--- src/rtl/pca_pkg.sv ---
package pca_pkg;
  typedef enum logic [3:0] {
    OWN_PC = 4'h0,
    OWN_FW = 4'h1
  } owner_e;
endpackage

--- src/rtl/pca_step_sync.sv ---
module pca_step_sync #(
  parameter int SYNC_STAGES = 2
) (
  input  logic clk,
  input  logic rst,
  input  logic btn_raw,
  output logic step_pulse
);
  localparam int TOP = SYNC_STAGES - 1;

  logic [TOP:0] sync_q;
  logic         prev_q;

  generate
    if (SYNC_STAGES == 1) begin : g_one
      always_ff @(posedge clk) begin
        if (rst) sync_q <= '0;
        else     sync_q <= btn_raw;
      end
    end else begin : g_chain
      always_ff @(posedge clk) begin
        if (rst) sync_q <= '0;
        else     sync_q <= {sync_q[TOP-1:0], btn_raw};
      end
    end
  endgenerate

  always_ff @(posedge clk) begin
    if (rst) prev_q <= 1'b0;
    else     prev_q <= sync_q[TOP];
  end

  assign step_pulse = sync_q[TOP] & ~prev_q;
endmodule

--- src/rtl/pca_flags.sv ---
module pca_flags (
  input  logic clk,
  input  logic rst,
  input  logic panel_halt,
  input  logic panel_run,
  input  logic halt_instr,
  input  logic err_in,
  input  logic panel_input,
  input  logic alu_valid,
  input  logic alu_cout,
  output logic halted_q,
  output logic input_q,
  output logic carry_q
);
  logic halt_req;
  assign halt_req = panel_halt | halt_instr | err_in;

  always_ff @(posedge clk) begin
    if (rst) begin
      halted_q <= 1'b1;
      input_q  <= 1'b0;
      carry_q  <= 1'b0;
    end else begin
      if (halt_req)       halted_q <= 1'b1;
      else if (panel_run) halted_q <= 1'b0;
      input_q <= panel_input;
      if (alu_valid) carry_q <= alu_cout;
    end
  end
endmodule

--- src/rtl/pca_counters.sv ---
module pca_counters
  import pca_pkg::*;
#(
  parameter int CNT_W = 15
) (
  input  logic             clk,
  input  logic             rst,
  input  logic             tick,
  input  logic             call,
  input  logic             ret,
  input  logic [CNT_W-1:0] call_addr,
  output owner_e           owner_q,
  output logic             mode_q,
  output logic [CNT_W-1:0] pc_q,
  output logic [CNT_W-1:0] fw_q,
  output logic             pc_inc_q,
  output logic             fw_inc_q
);
  logic ret_ok;
  logic pc_turn;
  logic fw_turn;

  assign ret_ok  = ret & mode_q & ~call;
  assign pc_turn = tick & (owner_q == OWN_PC);
  assign fw_turn = tick & (owner_q == OWN_FW) & ~call;

  always_ff @(posedge clk) begin
    if (rst) begin
      owner_q  <= OWN_PC;
      mode_q   <= 1'b0;
      pc_q     <= '0;
      fw_q     <= '0;
      pc_inc_q <= 1'b0;
      fw_inc_q <= 1'b0;
    end else begin
      pc_inc_q <= pc_turn;
      fw_inc_q <= fw_turn;
      if (pc_turn) pc_q <= pc_q + 1'b1;
      if (call)         fw_q <= call_addr;
      else if (fw_turn) fw_q <= fw_q + 1'b1;
      if (call) begin
        mode_q  <= 1'b1;
        owner_q <= OWN_FW;
      end else if (ret_ok) begin
        mode_q  <= 1'b0;
        owner_q <= OWN_PC;
      end
    end
  end
endmodule

--- src/rtl/pca_ctrl.sv ---
module pca_ctrl
  import pca_pkg::*;
#(
  parameter int WORD_W      = 16,
  parameter int SYNC_STAGES = 2
) (
  input  logic              clk,
  input  logic              rst,
  input  logic              step_btn,
  input  logic              panel_halt,
  input  logic              panel_run,
  input  logic              panel_input,
  input  logic              err_in,
  input  logic              halt_instr,
  input  logic              word_valid,
  input  logic [WORD_W-1:0] word_in,
  input  logic              ret_strobe,
  input  logic              alu_valid,
  input  logic              alu_cout,
  output logic [3:0]        owner,
  output logic [WORD_W-2:0] addr_out,
  output logic [WORD_W-2:0] pc_addr,
  output logic [WORD_W-2:0] fw_addr,
  output logic              pc_inc_en,
  output logic              fw_inc_en,
  output logic              decode_valid,
  output logic [WORD_W-1:0] decode_word,
  output logic              halted,
  output logic              input_mode,
  output logic              instr_mode,
  output logic              carry_flag
);
  localparam int CNT_W = WORD_W - 1;

  logic   step_pulse;
  logic   tick;
  logic   is_call;
  logic   is_decode;
  owner_e owner_q;

  pca_step_sync #(.SYNC_STAGES(SYNC_STAGES)) u_step (
    .clk        (clk),
    .rst        (rst),
    .btn_raw    (step_btn),
    .step_pulse (step_pulse)
  );

  pca_flags u_flags (
    .clk         (clk),
    .rst         (rst),
    .panel_halt  (panel_halt),
    .panel_run   (panel_run),
    .halt_instr  (halt_instr),
    .err_in      (err_in),
    .panel_input (panel_input),
    .alu_valid   (alu_valid),
    .alu_cout    (alu_cout),
    .halted_q    (halted),
    .input_q     (input_mode),
    .carry_q     (carry_flag)
  );

  assign tick      = (~halted | step_pulse) & ~input_mode;
  assign is_call   = word_valid &  word_in[WORD_W-1];
  assign is_decode = word_valid & ~word_in[WORD_W-1];

  pca_counters #(.CNT_W(CNT_W)) u_cnt (
    .clk       (clk),
    .rst       (rst),
    .tick      (tick),
    .call      (is_call),
    .ret       (ret_strobe),
    .call_addr (word_in[CNT_W-1:0]),
    .owner_q   (owner_q),
    .mode_q    (instr_mode),
    .pc_q      (pc_addr),
    .fw_q      (fw_addr),
    .pc_inc_q  (pc_inc_en),
    .fw_inc_q  (fw_inc_en)
  );

  always_ff @(posedge clk) begin
    if (rst) begin
      decode_valid <= 1'b0;
      decode_word  <= '0;
    end else begin
      decode_valid <= is_decode;
      if (is_decode) decode_word <= word_in;
    end
  end

  assign owner    = owner_q;
  assign addr_out = (owner_q == OWN_FW) ? fw_addr : pc_addr;
endmodule

--- config.mk ---
export PLATFORM = sky130hd
export DESIGN_NAME = pca_ctrl
export DESIGN_NICKNAME = d
export VERILOG_FILES = /design/src/rtl/pca_pkg.sv /design/src/rtl/pca_step_sync.sv /design/src/rtl/pca_flags.sv /design/src/rtl/pca_counters.sv /design/src/rtl/pca_ctrl.sv
export SDC_FILE = /design/constraint.sdc
export NUM_CORES = 1
export LEC_CHECK = 0
export ABC_AREA = 0
export BUFFER_PORTS_ARGS = -buffer_cell sky130_fd_sc_hd__buf_4
export CAP_MARGIN = 25
export CORE_MARGIN = 2
export CORE_UTILIZATION = 49
export CTS_CLUSTER_SIZE = 14
export DETAILED_ROUTE_END_ITERATION = 8
export PLACE_DENSITY = 0.77
export SYNTH_ARGS = -nofsm -noshare
export SYNTH_HDL_FRONTEND = slang
export SYNTH_SLANG_ARGS = --single-unit
--- constraint.sdc ---
create_clock -name clk -period 2.26 [get_ports clk]
set_input_delay 0.226 -clock clk [delete_from_list [all_inputs] [get_ports clk]]
set_output_delay 0.226 -clock clk [all_outputs]
set_load 0.005 [all_outputs]
After elaboration in Yosys (flattened, before gate mapping)

Cells that the tools add are included.
Widths: inputs -> output; s select.

Add/sub/neg operators: 2
$mul: 0
Divide/modulo/power cells: 0
Order comparisons: 0
Eq/ne operators: 0
Shifts and indexed selects: 0
Muxes and demuxes: 7
Bitwise gates (word level): 17
Reductions and logical operators: 4

Operator list:

| cell                  | count |
|---|---|
| $mux 15               | 3 |
| $add 15x1->15 const B | 2 |
| $and 1x1->1           | 9 |
| $not 1->1             | 5 |
| $logic_not 4->1       | 1 |
| $mux 1                | 4 |
| $reduce_bool 2->1     | 2 |
| $or 1x1->1            | 3 |
| $reduce_or 2->1       | 1 |

Register bits after elaboration: 57
Bits in latches: 0
Bits in writable memories: 0
ROM bits: 0
Input port bits: 28
Output and inout bits: 72
Word-level logic and storage cells: 43
Memories: 0

Depth between registers and ports, before layout

Word-level depth: 8
Depth in mapped cells: 5
Mapped depth without buffers: 5

Hierarchy

Synthesis repeated with hierarchy kept, for this count alone.

Cells, all modules: 292
Area, all modules: 2,618.8 um2

Modules (own cells, without submodules):

| module        | instances | cells an instance | area each (um2) | sequential area each (um2) |
|---|---|---|---|---|
| pca_counters  | 1         | 184               | 1,640.3         | 660.6 |
| pca_ctrl      | 1         | 92                | 795.8           | 340.3 |
| pca_flags     | 1         | 9                 | 95.1            | 60.1 |
| pca_step_sync | 1         | 7                 | 87.6            | 60.1 |

Least setup slack after synthesis

No wires, ideal clock.

Kind: register -> register
From: register u_cnt.fw_q[2]
To: register u_cnt.fw_q[13]
Setup time: 0.091 ns
Data arrival time: 1.629 ns
Required time: 2.169 ns
Slack: 0.540 ns
Cell stages (with the launch flop): 5
Buffers on the path: 0
Clock period less this slack: 1.720 ns
Cell sequence: dfxtp_1 > nand4b_1 > a211o_1 > or4_1 > a311oi_1

Word-level cells in the longest chain between the ends: 3

Ends and longest elaborated chain:

| item                     | RTL line           | RTL |
|---|---|---|
| start: declaration       | pca_counters.sv:15 | `output logic [CNT_W-1:0] fw_q,` |
| start signal: assignment | pca_counters.sv:39 | `if (call) fw_q <= call_addr;` |
| start signal: assignment | pca_counters.sv:40 | `else if (fw_turn) fw_q <= fw_q + 1'b1;` |
| $add 15x1->15            | pca_counters.sv:40 |  |
| $mux 15                  | pca_counters.sv:40 |  |
| $mux 15                  | pca_counters.sv:39 |  |

No other way between the ends. The select of a mux whose other input is x is not followed.
A chain may end at the register's enable or synchronous reset.

==> impl_results.html <==
<table>
<tr><th>Metric</th><th>Value</th></tr>
<tr><th colspan="2">GRT</th></tr>
<tr><td>Number of antenna violations at the first check in global routing</td><td>0</td></tr>
<tr><td>Number of global-route vias before repair</td><td>2339</td></tr>
<tr><td>Final global-route overflow total</td><td>0</td></tr>
<tr><td>Pin count of the biggest net entering global routing</td><td>59</td></tr>
<tr><td>Wire length of the first global-routing pass</td><td>10800 um</td></tr>
<tr><td>Total GRT Usage</td><td>21.9%</td></tr>
<tr><th colspan="2">Power and ir drop</th></tr>
<tr><td>Worst IR drop on VDD</td><td>0.000228 V</td></tr>
<tr><td>Leakage</td><td>1.41 nW</td></tr>
<tr><td>PD cells</td><td>537 nW/um^2</td></tr>
<tr><th colspan="2">Clocking</th></tr>
<tr><td>CTS max path bufs</td><td>2</td></tr>
<tr><td>Root buffer selected by CTS</td><td>clkbuf_8</td></tr>
<tr><td>CTS H-tree lvls</td><td>2</td></tr>
<tr><td>Post-CTS Setup Repair Bufs</td><td>0</td></tr>
<tr><td># hold bufs at CTS</td><td>0</td></tr>
<tr><td>TritonCTS clock tree</td><td>done</td></tr>
<tr><td>Latest clock arrival within the worst-skew pair</td><td>0.31 ns</td></tr>
<tr><td>Inserted Clock Buffers</td><td>5</td></tr>
<tr><td>CTS resizes</td><td>0</td></tr>
<tr><td>Clock tree sinks</td><td>56</td></tr>
<tr><td>Clock-pin slew on the worst setup and hold paths</td><td>~0.1 ns</td></tr>
<tr><th colspan="2">Synthesis</th></tr>
<tr><td>Post-synthesis instance total</td><td>302</td></tr>
<tr><td>Most used flip-flop cell after synthesis</td><td>dfxtp_1</td></tr>
<tr><td>Area share of the largest cell type after synthesis</td><td>between 40% and 50%</td></tr>
<tr><td>EDFF count, synth</td><td>0</td></tr>
<tr><td>Simple-gate portion of the synthesized area</td><td>between 20% and 30%</td></tr>
<tr><td>Sequential-to-total area share from yosys stat</td><td>between 40% and 50%</td></tr>
<tr><td>Flip-flop and latch count after synthesis</td><td>56</td></tr>
<tr><td>Combinational family with the most area after synthesis</td><td>simple AND/OR/NAND/NOR gates</td></tr>
<tr><td>Fraction of registers with async set/reset</td><td>0%</td></tr>
<tr><td>Complex-gate fraction of the synthesized area</td><td>17.1%</td></tr>
<tr><td>Syn_area_per_cell</td><td>approximately 8.6 um^2</td></tr>
<tr><td>Post-Synth Adder-Cell Area</td><td>0.962%</td></tr>
<tr><td>Number of warnings reported in the yosys synthesis log</td><td>0</td></tr>
<tr><td>Mux cell area share after synthesis</td><td>7.64%</td></tr>
<tr><td>Largest area contributor in the netlist</td><td>dfxtp_1</td></tr>
<tr><td>Synth Cell Area</td><td>approximately 2600 um^2</td></tr>
<tr><td>Post-Synth XOR/XNOR Area</td><td>4.04%</td></tr>
<tr><td>Unique masters post-synth</td><td>42</td></tr>
<tr><td>Leading post-synthesis cells by cell area</td><td>dfxtp_1 43%, mux2_2 6.5%, nand2_1 6.1%, a21oi_1 4.2%, nor2_1 3.9%</td></tr>
<tr><th colspan="2">STA</th></tr>
<tr><td>Setup clock skew after layout</td><td>about 0.01 ns</td></tr>
<tr><td>Tcrit/Tclk final</td><td>84.4%</td></tr>
<tr><td>Final hold violation count</td><td>0</td></tr>
<tr><td>Worst slack on hold paths</td><td>0.0932 ns</td></tr>
<tr><td>Slew at the pin closest to its max-slew limit</td><td>0.722 ns</td></tr>
<tr><td>Clock period minus worst slack</td><td>around 1.9 ns</td></tr>
<tr><td>Highest achievable clock rate</td><td>524 MHz</td></tr>
<tr><td>Number of setup violations in the final report</td><td>0</td></tr>
<tr><td>Pins Over Slew Limit</td><td>0</td></tr>
<tr><td>Tightest slew margin relative to the limit</td><td>51.7%</td></tr>
<tr><td>RSZ-0062 raised after global routing</td><td>no</td></tr>
<tr><td>Setup TNS</td><td>0 ns</td></tr>
<tr><th colspan="2">Layout</th></tr>
<tr><td>Fraction of layout instances using a drive strength above 1</td><td>a little under a third</td></tr>
<tr><td>Fin nets</td><td>about 420</td></tr>
<tr><td>Diodes inserted</td><td>0</td></tr>
<tr><td>Top library cells by usage in the layout, fill and taps aside</td><td>101 x buf_4, 56 x dfxtp_1, 42 x nand2_1</td></tr>
<tr><td>Final core utilization</td><td>67.1%</td></tr>
<tr><td>Most common cell after layout, fill and taps aside</td><td>buf_4</td></tr>
<tr><td>Growth of design area from synthesis to finish</td><td>31.7%</td></tr>
<tr><th colspan="2">Floorplanning</th></tr>
<tr><td>Chip Height</td><td>around 77 um</td></tr>
<tr><td>I/O pin count</td><td>100</td></tr>
<tr><td>Floorplan Core Area</td><td>5110 um^2</td></tr>
<tr><td>Die area</td><td>slightly below 6000 um^2</td></tr>
<tr><td>Horizontal die dimension</td><td>76.9 um</td></tr>
<tr><td>Standard-cell row count</td><td>26</td></tr>
<tr><td>Effective utilization at floorplan</td><td>51.0%</td></tr>
<tr><th colspan="2">Critical path</th></tr>
<tr><td>Critical path peak fanout</td><td>13</td></tr>
<tr><td>Critical path data required time</td><td>2.46 ns</td></tr>
<tr><td>Startpoint Class</td><td>register</td></tr>
<tr><td>Critical path's slowest cell</td><td>dfxtp_1</td></tr>
<tr><td>Biggest cell delay along the critical path</td><td>~0.37 ns</td></tr>
<tr><td>Data arrival time at the worst-slack endpoint</td><td>2.10 ns</td></tr>
<tr><td>Setup CP Type</td><td>register to register</td></tr>
<tr><td>Crit-path cells</td><td>buf_4, nor2_1, o211ai_1, nor4_1, mux2_2</td></tr>
<tr><td>Sort of element at the end of the critical path</td><td>register</td></tr>
<tr><th colspan="2">Route</th></tr>
<tr><td>Count of vias placed by the detailed router</td><td>2513</td></tr>
<tr><td>WL per Instance</td><td>14.3 um</td></tr>
<tr><td>Number of DRC markers in iteration 0</td><td>126</td></tr>
<tr><td>Total wire length</td><td>6560 um</td></tr>
<tr><td>Remaining antenna violation count</td><td>0</td></tr>
<tr><td>DR vias/cell</td><td>5.47</td></tr>
<tr><td>DR pass1 iterations</td><td>4</td></tr>
<tr><td>Detailed-route DRC error count</td><td>0</td></tr>
<tr><th colspan="2">Place</th></tr>
<tr><td>Port Buffer Count</td><td>96</td></tr>
<tr><td>Estimated wirelength of the detail-placed design</td><td>4750 um</td></tr>
<tr><td>Final weighted congestion in routability-driven placement</td><td>between 0.8 and 0.9</td></tr>
<tr><th colspan="2">Flow run</th></tr>
<tr><td>Max_cap viols</td><td>0</td></tr>
<tr><th colspan="2">Hold path</th></tr>
<tr><td>Worst hold path class</td><td>primary input to register</td></tr>
<tr><th colspan="2">Status</th></tr>
<tr><td>Status</td><td>complete, no violations</td></tr>
</table>
registers in the layout (all words and copies together), names as in the netlist:
register	flops
decode_valid	1
decode_word	16
u_cnt.fw_inc_q	1
u_cnt.fw_q	15
u_cnt.mode_q	1
u_cnt.pc_inc_q	1
u_cnt.pc_q	15
u_flags.carry_q	1
u_flags.halted_q	1
u_flags.input_q	1
u_step.prev_q	1
u_step.sync_q	2
worst paths after layout:
kind	start	endpoint	slack (ns)	cells past startpoint
max	u_cnt.mode_q	u_cnt.pc_q[11]	0.35	5
min	panel_run	u_flags.halted_q	0.09	2
max reg2reg	u_cnt.mode_q	u_cnt.pc_q[11]	0.35	5
min reg2reg	decode_word[6]	decode_word[6]	0.46	2
through the flow:
stage	area, um^2	total power (W)	setup slack, ns	cells
global placement	3340	0.00132	0.469	451
finish	3430	0.00184	0.352	459
floorplan	2610	0.00119	0.540	304
detailed placement	3340	0.00132	0.371	451
global route	3430	0.00191	0.186	459
CTS	3420	0.00185	0.361	458
final cells by class:
class                           instances  area [um^2]
Multi-Input combinational cell        218         1350
Fill cell                             454         1680
Sequential cell                        56         1120
Inverter                                7         26.3
Timing Repair Buffer                  101          758
Tap cell                               70         87.6
Clock inverter                          2         12.5
Clock buffer                            5         68.8
synth_stat cells, drive strengths merged, types with 8 or more instances:
master,number
o21ai,10
mux2,15
nand2,42
a211oi,9
a311oi,8
nor2,27
buf,10
nor2b,8
a21oi,22
dfxtp,56
clkbuf,13
report_power, final:
| part | switching (W) | total (W) | internal [W] | leakage, nW |
|---|---|---|---|---|
| combinational | 0.000105 | 0.000234 | 0.000128 | 0.914 |
| sequential | 0.0000429 | 0.00107 | 0.00102 | 0.457 |
| clock | 0.000326 | 0.000538 | 0.000211 | 0.0400 |
critical path, delay by kind of cell, from the launching register on:
kind | cells | cell delay, ns
AND/OR/NAND/NOR | 2 | 0.59
AO/OA/AOI/OAI | 1 | 0.28
multiplexers | 1 | 0.36
flip-flops | 1 | 0.37
buffers and inverters | 1 | 0.20
logic make-up (layout without fill, tap and decap cells):
group                    after synthesis  in the layout
other                                  1              3
AO/OA/AOI/OAI                         68             68
multiplexers                          18             18
buffers and inverters                 30            115
flip-flops                            56             56
adder cells (fa/ha/maj)                2              2
XOR/XNOR                              12             12
AND/OR/NAND/NOR                      115            115
per-layer routing:
layer  vias up  GRT usage [%]  wire [um]
met3         7           5.29        419
met1      1186           28.2       3000
li1       1236              -          -
met5         -              0          0
met4         0           6.36         67
met2        84           36.6       3070
No activity file was read; power rests on OpenSTA's default activity.
